==> config.mk <==
export PLATFORM = sky130hd
export DESIGN_NAME = pwm_timer
export DESIGN_NICKNAME = d
export VERILOG_FILES = /design/src/rtl/pwm_timer_pkg.sv /design/src/rtl/pwm_regs.sv /design/src/rtl/pwm_count.sv /design/src/rtl/pwm_shape.sv /design/src/rtl/pwm_timer.sv
export SDC_FILE = /design/constraint.sdc
export NUM_CORES = 1
export LEC_CHECK = 0
export BUFFER_PORTS_ARGS = -buffer_cell sky130_fd_sc_hd__buf_4
export CELL_PAD_IN_SITES_DETAIL_PLACEMENT = 2
export CELL_PAD_IN_SITES_GLOBAL_PLACEMENT = 2
export CORE_ASPECT_RATIO = 0.6
export CORE_MARGIN = 2
export CORE_UTILIZATION = 36
export CTS_CLUSTER_SIZE = 24
export DETAILED_ROUTE_END_ITERATION = 16
export GPL_TIMING_DRIVEN = 0
export HOLD_SLACK_MARGIN = 0.15
export PLACE_DENSITY = 0.79
export SYNTH_ARGS = -nofsm -noshare
export SYNTH_HDL_FRONTEND = slang
export SYNTH_SLANG_ARGS = --single-unit
==> constraint.sdc <==
create_clock -name clk -period 6.7 [get_ports clk]
set_input_delay 0.67 -clock clk [delete_from_list [all_inputs] [get_ports clk]]
set_output_delay 0.67 -clock clk [all_outputs]
set_load 0.05 [all_outputs]
==> src/rtl/pwm_timer_pkg.sv <==
package pwm_timer_pkg;
  localparam int unsigned WORD_W = 32;
  localparam int unsigned WADDR_W = 2;

  typedef enum logic [WADDR_W-1:0] {
    W_COUNT  = 2'd0,
    W_PERIOD = 2'd1,
    W_DUTY   = 2'd2,
    W_CTRL   = 2'd3
  } word_sel_e;

  localparam int unsigned B_RUN    = 0;
  localparam int unsigned B_REPEAT = 1;
  localparam int unsigned B_ACTLVL = 3;
  localparam int unsigned B_IDLLVL = 4;
  localparam int unsigned B_CENTRE = 5;
  localparam int unsigned B_LOWPWR = 8;
endpackage

==> src/rtl/pwm_regs.sv <==
module pwm_regs
  import pwm_timer_pkg::*;
#(
  parameter int unsigned DATA_W = WORD_W
) (
  input  logic              clk,
  input  logic              rst_n,
  input  logic              req_valid,
  input  logic              req_write,
  input  logic [WADDR_W-1:0] req_addr,
  input  logic [DATA_W-1:0] req_wdata,
  input  logic [DATA_W-1:0] live_cnt,
  input  logic              shot_done,
  output logic [DATA_W-1:0] period_q,
  output logic [DATA_W-1:0] duty_q,
  output logic [DATA_W-1:0] ctrl_q,
  output logic              cnt_wr,
  output logic              ctrl_wr,
  output logic [DATA_W-1:0] rd_data
);
  logic wr_any;
  logic rd_any;

  assign wr_any  = req_valid && req_write;
  assign rd_any  = req_valid && !req_write;
  assign cnt_wr  = wr_any && (req_addr == W_COUNT);
  assign ctrl_wr = wr_any && (req_addr == W_CTRL);

  always_ff @(posedge clk or negedge rst_n) begin
    if (!rst_n) begin
      period_q <= '0;
      duty_q   <= '0;
      ctrl_q   <= '0;
    end else begin
      if (wr_any && req_addr == W_PERIOD) period_q <= req_wdata;
      if (wr_any && req_addr == W_DUTY)   duty_q   <= req_wdata;
      if (ctrl_wr)
        ctrl_q <= req_wdata;
      else if (shot_done)
        ctrl_q[B_RUN] <= 1'b0;
    end
  end

  always_comb begin
    rd_data = '0;
    if (rd_any) begin
      unique case (req_addr)
        W_COUNT:  rd_data = live_cnt;
        W_PERIOD: rd_data = period_q;
        W_DUTY:   rd_data = duty_q;
        default:  rd_data = ctrl_q;
      endcase
    end
  end
endmodule

==> src/rtl/pwm_count.sv <==
module pwm_count #(
  parameter int unsigned DATA_W = 32
) (
  input  logic              clk,
  input  logic              rst_n,
  input  logic              run,
  input  logic              repeat_mode,
  input  logic [DATA_W-1:0] period,
  input  logic              load,
  input  logic [DATA_W-1:0] load_val,
  output logic [DATA_W-1:0] cnt_q,
  output logic              at_end,
  output logic              shot_done
);
  function automatic logic end_of_period(input logic [DATA_W-1:0] c,
                                         input logic [DATA_W-1:0] p);
    if (p == '0) return 1'b1;
    return c >= (p - 1'b1);
  endfunction

  assign at_end    = end_of_period(cnt_q, period);
  assign shot_done = run && at_end && !repeat_mode && !load;

  always_ff @(posedge clk or negedge rst_n) begin
    if (!rst_n)
      cnt_q <= '0;
    else if (load)
      cnt_q <= load_val;
    else if (run)
      cnt_q <= at_end ? '0 : cnt_q + 1'b1;
  end
endmodule

==> src/rtl/pwm_shape.sv <==
module pwm_shape #(
  parameter int unsigned DATA_W = 32
) (
  input  logic              run,
  input  logic              centre,
  input  logic              act_lvl,
  input  logic              idl_lvl,
  input  logic [DATA_W-1:0] cnt,
  input  logic [DATA_W-1:0] period,
  input  logic [DATA_W-1:0] duty,
  output logic              in_active,
  output logic              pwm_out
);
  function automatic logic left_hit(input logic [DATA_W-1:0] c,
                                    input logic [DATA_W-1:0] d);
    return c < d;
  endfunction

  function automatic logic centre_hit(input logic [DATA_W-1:0] c,
                                      input logic [DATA_W-1:0] p,
                                      input logic [DATA_W-1:0] d);
    logic [DATA_W-1:0] lead;
    if (d >= p) return 1'b1;
    lead = (p - d) >> 1;
    return (c >= lead) && (c < lead + d);
  endfunction

  assign in_active = centre ? centre_hit(cnt, period, duty) : left_hit(cnt, duty);
  assign pwm_out   = (run && in_active) ? act_lvl : idl_lvl;
endmodule

==> src/rtl/pwm_timer.sv <==
module pwm_timer
  import pwm_timer_pkg::*;
#(
  parameter int unsigned DATA_W = WORD_W
) (
  input  logic               clk,
  input  logic               rst_n,
  input  logic               req_valid,
  input  logic               req_write,
  input  logic [WADDR_W-1:0] req_addr,
  input  logic [DATA_W-1:0]  req_wdata,
  output logic [DATA_W-1:0]  rd_data,
  output logic               pwm_out
);
  logic [DATA_W-1:0] period_w;
  logic [DATA_W-1:0] duty_w;
  logic [DATA_W-1:0] ctrl_w;
  logic [DATA_W-1:0] cnt_w;
  logic              cnt_wr_w;
  logic              ctrl_wr_w;
  logic              at_end_w;
  logic              shot_done_w;
  logic              in_active_w;
  logic              run_w;

  assign run_w = ctrl_w[B_RUN];

  pwm_regs #(.DATA_W(DATA_W)) u_regs (
    .clk(clk), .rst_n(rst_n),
    .req_valid(req_valid), .req_write(req_write),
    .req_addr(req_addr), .req_wdata(req_wdata),
    .live_cnt(cnt_w), .shot_done(shot_done_w),
    .period_q(period_w), .duty_q(duty_w), .ctrl_q(ctrl_w),
    .cnt_wr(cnt_wr_w), .ctrl_wr(ctrl_wr_w), .rd_data(rd_data)
  );

  pwm_count #(.DATA_W(DATA_W)) u_count (
    .clk(clk), .rst_n(rst_n),
    .run(run_w), .repeat_mode(ctrl_w[B_REPEAT]),
    .period(period_w), .load(cnt_wr_w), .load_val(req_wdata),
    .cnt_q(cnt_w), .at_end(at_end_w), .shot_done(shot_done_w)
  );

  pwm_shape #(.DATA_W(DATA_W)) u_shape (
    .run(run_w), .centre(ctrl_w[B_CENTRE]),
    .act_lvl(ctrl_w[B_ACTLVL]), .idl_lvl(ctrl_w[B_IDLLVL]),
    .cnt(cnt_w), .period(period_w), .duty(duty_w),
    .in_active(in_active_w), .pwm_out(pwm_out)
  );
endmodule

==> summary.log, run 1 <==
qor: clock_network.cts-htree-levels 4
qor: placed_design.placed_cell_area 14440 um2
qor: pwr.switching_power 0.005355 W
qor: sta.timing_max_transition_violations_final 0
qor: floorplan.initial_util 0.3659
qor: pwr.p_sw_frac 0.5275
qor: floorplan.num_rows 54
qor: placed_design.place.detailed.instances 1985
qor: synthesis.yosys_warnings 0
qor: sta.setup_slack -0.9575 ns
qor: layout.nets 1816
qor: pwr.leakagePower 7.147 nW
qor: setup_path.worst-path-max-fanout 3
qor: layout.post_route_cells_drive_above_1_share 0.2929
qor: layout.finish.utilization 0.4483
qor: synthesis.synthTopCellsByCount 191 x sky130_fd_sc_hd__ha_1, 128 x sky130_fd_sc_hd__dfrtp_1, 106 x sky130_fd_sc_hd__nand2_1
qor: synthesis.synth.top_cell.area_share 0.2408
qor: setup_path.path_class reg2out
qor: pwr.internal-power 0.004797 W
qor: synthesis.netlist_instances 1440
qor: synthesis.synth.top_cells.by_area sky130_fd_sc_hd__dfrtp_1 24%, sky130_fd_sc_hd__ha_1 18%, sky130_fd_sc_hd__mux2_2 7.9%
qor: clock_network.cts.reportedPaths.clkPinSlew 0.06 ns
qor: setup_path.crit_path_top_delay_cell sky130_fd_sc_hd__or4_4
qor: outcome.outcome finished with violations
qor: layout.n_antenna_cell 0
qor: synthesis.post_synth_instance_area 13300 um2
qor: pwr.power.density 623.0 nW/um2
qor: sta.setup_viol_count_final 1
qor: pwr.power.combinational.fraction 0.733
qor: sta.timing_worst_slew_pin_value 1.099 ns
qor: synthesis.synth_enable_flop_cells 0
qor: min_path.timing.hold.worst_endpoint u_count.cnt_q[31]$_DFFE_PN0P_
qor: detailed_routing.drt-total-wl 64070 um
qor: floorplan.floorplan.die.height 152.9 um
qor: clock_network.cts_tree done
qor: setup_path.timing.critical_path.mode_cell sky130_fd_sc_hd__a21oi_4
qor: clock_network.clk-insertion-delay-late 0.44 ns
qor: min_path.timing.hold.worst.start req_wdata[31]
qor: min_path.hp-class in2reg
qor: clock_network.max-clock-path-buffers 2
qor: floorplan.core_area 36350 um2
qor: pwr.pwr-share-seq 0.172
qor: synthesis.synth_seq_area_share 0.2408
qor: setup_path.critical_path.endpoint_type primary output
qor: synthesis.largest_area_contributor_in_the_netlist sky130_fd_sc_hd__dfrtp_1
qor: grt.global_route_wire_length_before_repair 91540 um
qor: detailed_routing.routed_wire_length_per_instance 30.89 um
qor: detailed_routing.drtPass1Iterations 5
qor: setup_path.cp_data_arrival_time 6.99 ns
qor: setup_path.startpoint u_regs.period_q[0]$_DFFE_PN0P_
qor: setup_path.critical_path.startpoint_type flip-flop
qor: detailed_routing.routed-via-count 13.14k
qor: layout.flow.area_growth_from_synthesis 22.52%
qor: floorplan.die_area 38550 um2
qor: setup_path.worst_r2r_end u_count.cnt_q[12]$_DFFE_PN0P_
qor: sta.worst_slew_margin_rel 0.2672
qor: setup_path.worstRegToRegCells 21
qor: min_path.hold_path_depth 3
qor: grt.grt-ovfl-total 0
qor: setup_path.regToRegSetupSlack 0.96 ns
qor: pwr.power.clock.fraction 0.095
qor: synthesis.post_synth_arst_share 1.000
qor: synthesis.post_synth_num_cell_types 90
qor: setup_path.critical-path-max-stage-delay 0.58 ns
qor: layout.final_area 16300 um2
qor: sta.max_clock_freq 0.1306 GHz
qor: placed_design.dp_hpwl 43840 um
qor: clock_network.cts_buffers 17
qor: detailed_routing.drc 0
qor: sta.finalHoldViolations 0
qor: grt.gr-usage-all-layers 0.3175
qor: sta.rsz0062_at_grt true
qor: layout.finished_layout_cells 2074
qor: setup_path.crit_required 6.03 ns
qor: outcome.violated_checks setup timing
qor: sta.final.min_clock_period 7.657 ns
qor: sta.clock_skew 0.01790 ns
qor: sta.layout_worst_path_cycle_share 1.143
qor: pwr.ir_worst_vdd 0.2078 mV
qor: setup_path.worstReg2RegStart u_regs.period_q[3]$_DFFE_PN0P_
qor: pwr.power_after_layout 0.01015 W
qor: sta.hold_ws 0.4735 ns
qor: floorplan.die_w 252.1 um
qor: floorplan.num_io_pins 71
qor: placed_design.numPortBuffers 68
qor: clock_network.clock-sinks 128
qor: grt.grt_start_max_net_pins 97
qor: grt.first_global_vias 14.17k
qor: clock_network.clk_root_buffer_cell sky130_fd_sc_hd__clkbuf_16
qor: grt.grt_antenna_before_repair 1
qor: placed_design.gp_congestion 0.8936
qor: detailed_routing.drt.antenna.violating_nets 0
qor: synthesis.postSynthNetCount 1671
qor: detailed_routing.vias_per_cell 6.336
qor: detailed_routing.first_iter_violations 811
qor: synthesis.yosys_register_bits 128
qor: synthesis.yosys.cell_count.top_type sky130_fd_sc_hd__ha_1
qor: synthesis.syn_area_per_cell 9.236 um2
qor: synthesis.ys.flop_type sky130_fd_sc_hd__dfrtp_1
qor: flow_run.timing.max_cap.violations 0
-- through the flow --
stage	worst slack (ns)	TNS [ns]
4_1_cts	-0.9214	-0.9214
5_1_grt	-1.111	-1.111
3_5_place_dp	-2.392	-2.392
2_1_floorplan	0.02633	0
3_3_place_gp	-2.249	-2.249
6_report	-0.9575	-0.9575
-- repair_timing --
item	CTS	global route
hold buffers	1	0
setup buffers	42	18
endpoints found under the setup margin	1	1
endpoints found under the hold margin	32	0
resized for setup	113	78
pin swaps	54	63
-- registers in the layout, summed over array words and instances, names as in the netlist --
signal and count:
u_regs.ctrl_q 32, u_regs.period_q 32, u_count.cnt_q 32, u_regs.duty_q 32
-- power groups by stage --
stage / clock [W] / combinational, W / sequential [W]
after detailed placement: 0 / 0.00575 / 0.00165
final: 0.000965 / 0.00744 / 0.00174
after global routing: 0.000993 / 0.00804 / 0.00174
after global placement: 0 / 0.00533 / 0.00162
after CTS: 0.000962 / 0.00660 / 0.00166
after floorplan: 0 / 0.00416 / 0.00129
-- area by class of cell --
| cell class | count | area [um2] |
|---|---|---|
| fill | 3818 | 20050 |
| inverter | 82 | 310.3 |
| timing repair buffer | 130 | 1021 |
| tap | 476 | 595.6 |
| clock buffer | 19 | 452.9 |
| buffer | 40 | 216.5 |
| sequential | 128 | 3237 |
| multi-input combinational | 1186 | 10320 |
| clock inverter | 13 | 137.6 |
-- layout by cell type, fill, tap and decap left out, types with 47 or more instances in the layout --
master	netlist	routed
sky130_fd_sc_hd__inv_1	82	76
sky130_fd_sc_hd__nand2_1	106	103
sky130_fd_sc_hd__ha_1	191	162
sky130_fd_sc_hd__nor2_1	64	58
sky130_fd_sc_hd__a21oi_1	101	86
sky130_fd_sc_hd__buf_4	0	123
sky130_fd_sc_hd__o21ai_1	50	54
sky130_fd_sc_hd__mux2_2	93	93
sky130_fd_sc_hd__o21ai_0	59	47
sky130_fd_sc_hd__dfrtp_1	128	101
sky130_fd_sc_hd__a21o_1	50	50
sky130_fd_sc_hd__xnor2_1	54	48
-- layer usage --
| layer | wire length [um] | up-vias | part of all wire | track usage |
|---|---|---|---|---|
| met5 | 0 | - | 0 | 0 |
| met4 | 2081 | 0 | 0.032 | 0.1147 |
| met3 | 4742 | 128 | 0.074 | 0.05620 |
| met2 | 28710 | 542 | 0.45 | 0.4855 |
| met1 | 28530 | 6822 | 0.45 | 0.4486 |
| li1 | - | 5648 | - | - |
-- critical path: cells and delay by family, from the launching register on --
family                     cells  cell delay [ns]
AOI/OAI and AO/OA             14             2.69
adders and majority gates      4             1.13
and+or+nand+nor                4             1.08
buffers and inverters          5             0.54
DFF                            1             0.44
muxes                          1             0.34
xor gates and xnor gates       2             0.30
-- cell families (layout without fill, tap and decap cells) --
family / after synthesis / in the layout / share of synthesized area
AO/OA/AOI/OAI: 374 / 374 / 0.1793
AND/OR/NAND/NOR: 402 / 402 / 0.1630
flip-flops: 128 / 128 / 0.2408
multiplexers: 127 / 127 / 0.1348
adder cells (fa/ha/maj): 193 / 193 / 0.1827
XOR/XNOR: 90 / 90 / 0.05927
buffers and inverters: 126 / 284 / 0.04008
-- how the worst max path moves through the flow --
stage | slack [ns] | to | depth (start not counted)
finish | -0.96 | pwm_out | 30
global placement | -2.25 | pwm_out | 28
CTS | -0.92 | pwm_out | 31
global route | -1.11 | pwm_out | 32
detailed placement | -2.39 | pwm_out | 28
floorplan | 0.03 | pwm_out | 28
Power figures use the tool's default switching activity.
==> inputs of run 2 (changes only) <==
--- a/config.mk
+++ b/config.mk
@@ -16,6 +16,8 @@
 export GPL_TIMING_DRIVEN = 0
 export HOLD_SLACK_MARGIN = 0.15
 export PLACE_DENSITY = 0.79
+export RECOVER_POWER = 100
+export SETUP_SLACK_MARGIN = 0.02
 export SYNTH_ARGS = -nofsm -noshare
 export SYNTH_HDL_FRONTEND = slang
 export SYNTH_SLANG_ARGS = --single-unit
==> constraint.sdc (replaced) <==
create_clock -name clk -period 6.7 [get_ports clk]
set_input_delay 1.675 -clock clk [delete_from_list [all_inputs] [get_ports clk]]
set_output_delay 1.675 -clock clk [all_outputs]
set_load 0.05 [all_outputs]
==> summary.log, run 2 (synthesis gave the netlist of run 1 again) <==
qor: layout.nets 1827 [+0.61%]
qor: sta.setup_viol_count_final 1 [unchanged]
qor: clock_network.max-clock-path-buffers 2 [unchanged]
qor: layout.final_area 16190 um2 [-0.67%]
qor: layout.multiInputGateArea 10300 um2 [-0.19%]
qor: pwr.power.clock.fraction 0.099 [+0.004]
qor: clock_network.clk_root_buffer_cell sky130_fd_sc_hd__clkbuf_16
qor: setup_path.path_class reg2out
qor: setup_path.critical-path-max-stage-delay 0.52 ns [-0.06 ns]
qor: setup_path.timing.critical_path.mode_cell sky130_fd_sc_hd__a21oi_4
qor: sta.worst_slew_margin_rel -0.7272 [-0.9943]
qor: floorplan.num_io_pins 71 [unchanged]
qor: sta.finalHoldViolations 0 [unchanged]
qor: pwr.power.combinational.fraction 0.732 [about the same]
qor: placed_design.dp_hpwl 44480 um [+1.5%]
qor: floorplan.num_rows 54 [unchanged]
qor: clock_network.cts_tree done
qor: min_path.timing.hold.worst.start u_regs.ctrl_q[27]$_DFFE_PN0P_
qor: detailed_routing.vias_per_cell 6.261 [-1.2%]
qor: pwr.ir_worst_vdd 0.2230 mV [+7.3%]
qor: floorplan.initial_util 0.3659 [unchanged]
qor: placed_design.dp_worst_setup_slack -2.907 ns [-0.5154 ns]
qor: detailed_routing.drt.antenna.violating_nets 0 [unchanged]
qor: layout.area_taken_by_flip_flops_and_latches 3228 um2 [-0.27%]
qor: detailed_routing.routed-via-count 13.05k [-0.65%]
qor: detailed_routing.first_iter_violations 963 [+19%]
qor: outcome.violated_checks capacitance limit, slew limit, setup timing
qor: layout.flow.area_growth_from_synthesis 21.70%
qor: pwr.switching_power 0.005284 W [-1.3%]
qor: outcome.outcome finished with violations
qor: setup_path.cp_data_arrival_time 6.98 ns [about the same]
qor: layout.layout_common_cells 161 x sky130_fd_sc_hd__ha_1, 108 x sky130_fd_sc_hd__buf_4, 108 x sky130_fd_sc_hd__dfrtp_1
qor: pwr.pwr-share-seq 0.170 [-0.002]
qor: detailed_routing.drc 0 [unchanged]
qor: placed_design.numPortBuffers 68 [unchanged]
qor: setup_path.worstRegToRegCells 21 [unchanged]
qor: clock_network.clk-insertion-delay-late 0.43 ns [about the same]
qor: detailed_routing.routed_wire_length_per_instance 29.78 um [-3.6%]
qor: sta.final.min_clock_period 8.657 ns [+0.9993 ns]
qor: sta.timing_worst_slew_pin_value 2.591 ns [+1.492 ns]
qor: layout.finish.utilization 0.4453 [-0.002995]
qor: pwr.internal-power 0.004876 W [+1.6%]
qor: pwr.leakagePower 7.061 nW [-1.2%]
qor: grt.first_global_vias 14.00k [-1.2%]
qor: layout.layout.cells.most_common sky130_fd_sc_hd__ha_1
qor: clock_network.cts_buffers 17 [unchanged]
qor: grt.gr-usage-all-layers 0.3174 [about the same]
qor: setup_path.crit_required 5.03 ns [-1.00 ns]
qor: sta.max_clock_freq 0.1155 GHz [-12%]
qor: setup_path.worst-path-max-fanout 4 [+1]
qor: sta.timing_max_transition_violations_final 131 [+131]
qor: min_path.hold_path_depth 1 [-2]
qor: min_path.hp-class reg2reg
qor: detailed_routing.drt-total-wl 62100 um [-3.1%]
qor: pwr.power.density 627.7 nW/um2 [+0.75%]
qor: layout.final.fill_count 3946 [+3.4%]
qor: sta.rsz0062_at_grt true
qor: sta.setup_slack -1.957 ns [-0.9993 ns]
qor: min_path.timing.hold.worst_endpoint u_regs.ctrl_q[27]$_DFFE_PN0P_
qor: layout.post_route_cells_drive_above_1_share 0.2593 [-0.03354]
qor: sta.layout_worst_path_cycle_share 1.292 [+0.1491]
qor: grt.grt-ovfl-total 0 [unchanged]
qor: setup_path.worstReg2RegStart u_regs.period_q[3]$_DFFE_PN0P_
qor: placed_design.gp_congestion 0.8889 [-0.53%]
qor: clock_network.cts-htree-levels 4 [unchanged]
qor: setup_path.worst_r2r_end u_count.cnt_q[6]$_DFFE_PN0P_
qor: pwr.power_after_layout 0.01016 W [about the same]
qor: grt.grt_antenna_before_repair 3 [+2]
qor: floorplan.core_area 36350 um2 [unchanged]
qor: clock_network.clock-sinks 128 [unchanged]
qor: setup_path.critical_path.startpoint_type flip-flop
qor: grt.grt_start_max_net_pins 96 [-1.0%]
qor: clock_network.cts_hold_repair.buffers 0 [-1]
qor: floorplan.die_area 38550 um2 [unchanged]
qor: placed_design.placed_cell_area 14540 um2 [+0.71%]
qor: clock_network.cts.reportedPaths.clkPinSlew 0.06 ns [about the same]
qor: floorplan.die_w 252.1 um [unchanged]
qor: floorplan.floorplan.die.height 152.9 um [unchanged]
qor: pwr.p_sw_frac 0.5201 [-0.007400]
qor: setup_path.critical_path.endpoint_type primary output
qor: setup_path.regToRegSetupSlack 0.18 ns [-0.78 ns]
qor: sta.clock_skew 0.01521 ns [-0.002687 ns]
qor: setup_path.crit_path_top_delay_cell sky130_fd_sc_hd__or4_4
qor: grt.global_route_wire_length_before_repair 91520 um [about the same]
qor: flow_run.timing.max_cap.violations 2 [+2]
qor: detailed_routing.drtPass1Iterations 5 [unchanged]
## run 2: repair_timing
action / 4_1_cts / 5_1_grt
pin swaps: 56 / 26
buffers inserted: 55 / 17
gates resized for setup: 107 / 48
gates cloned: 0 / 0
endpoints found under the setup margin: 1 / 1
## run 2: per-layer routing
layer | GRT usage | share of wire | up-vias
met5 | 0 | 0 | -
met4 | 0.08481 | 0.022 | 0
met3 | 0.08277 | 0.079 | 97
met2 | 0.4813 | 0.44 | 488
met1 | 0.4466 | 0.46 | 6798
li1 | - | - | 5671
## run 2: worst max path at each step
stage	start	end	slack, ns	depth (start not counted)
final	u_regs.period_q[0]$_DFFE_PN0P_	pwm_out	-1.96	30
after global routing	u_regs.duty_q[11]$_DFFE_PN0P_	pwm_out	-2.18	30
after CTS	u_regs.duty_q[3]$_DFFE_PN0P_	pwm_out	-1.83	28
after detailed placement	u_regs.duty_q[1]$_DFFE_PN0P_	pwm_out	-2.91	28
after global placement	u_regs.duty_q[1]$_DFFE_PN0P_	pwm_out	-2.69	28
after floorplan	u_regs.period_q[0]$_DFFE_PN0P_	pwm_out	-0.67	27
## run 2: final cells by class
| class | instances | share of cell area |
|---|---|---|
| sequential | 128 | 0.1994 |
| clock inverter | 12 | 0.009817 |
| inverter | 82 | 0.01917 |
| buffer | 40 | 0.01152 |
| tap | 476 | 0.03679 |
| antenna | 1 | 0.0001546 |
| clock buffer | 19 | 0.02798 |
| timing repair buffer | 141 | 0.05851 |
| multi-input combinational | 1186 | 0.6366 |
## run 2: critical path, delay by kind of cell, from the launching register on
kind,cells,cell delay (ns)
DFF,1,0.41
and+or+nand+nor,4,1.02
muxes,1,0.34
buffers and inverters,5,0.61
xor gates and xnor gates,2,0.32
adders and majority gates,4,1.14
AOI/OAI and AO/OA,14,2.69
## run 2: power groups by stage
stage                     logic [W]  clock network, W  registers [W]
after floorplan             0.00424                 0        0.00129
after detailed placement    0.00587                 0        0.00166
final                       0.00743           0.00100        0.00172
after global routing        0.00807           0.00104        0.00173
after global placement      0.00543                 0        0.00162
after CTS                   0.00685           0.00101        0.00167
## run 2: stage by stage
| step | hold WS, ns | TNS, ns | instances |
|---|---|---|---|
| floorplan | 0.4709 | -0.6665 | 1440 |
| global placement | 0.4813 | -2.692 | 1984 |
| detailed placement | 0.4934 | -2.907 | 1985 |
| CTS | 0.5247 | -1.825 | 2068 |
| global route | 0.5431 | -2.351 | 2085 |
| finish | 0.5192 | -1.957 | 2085 |
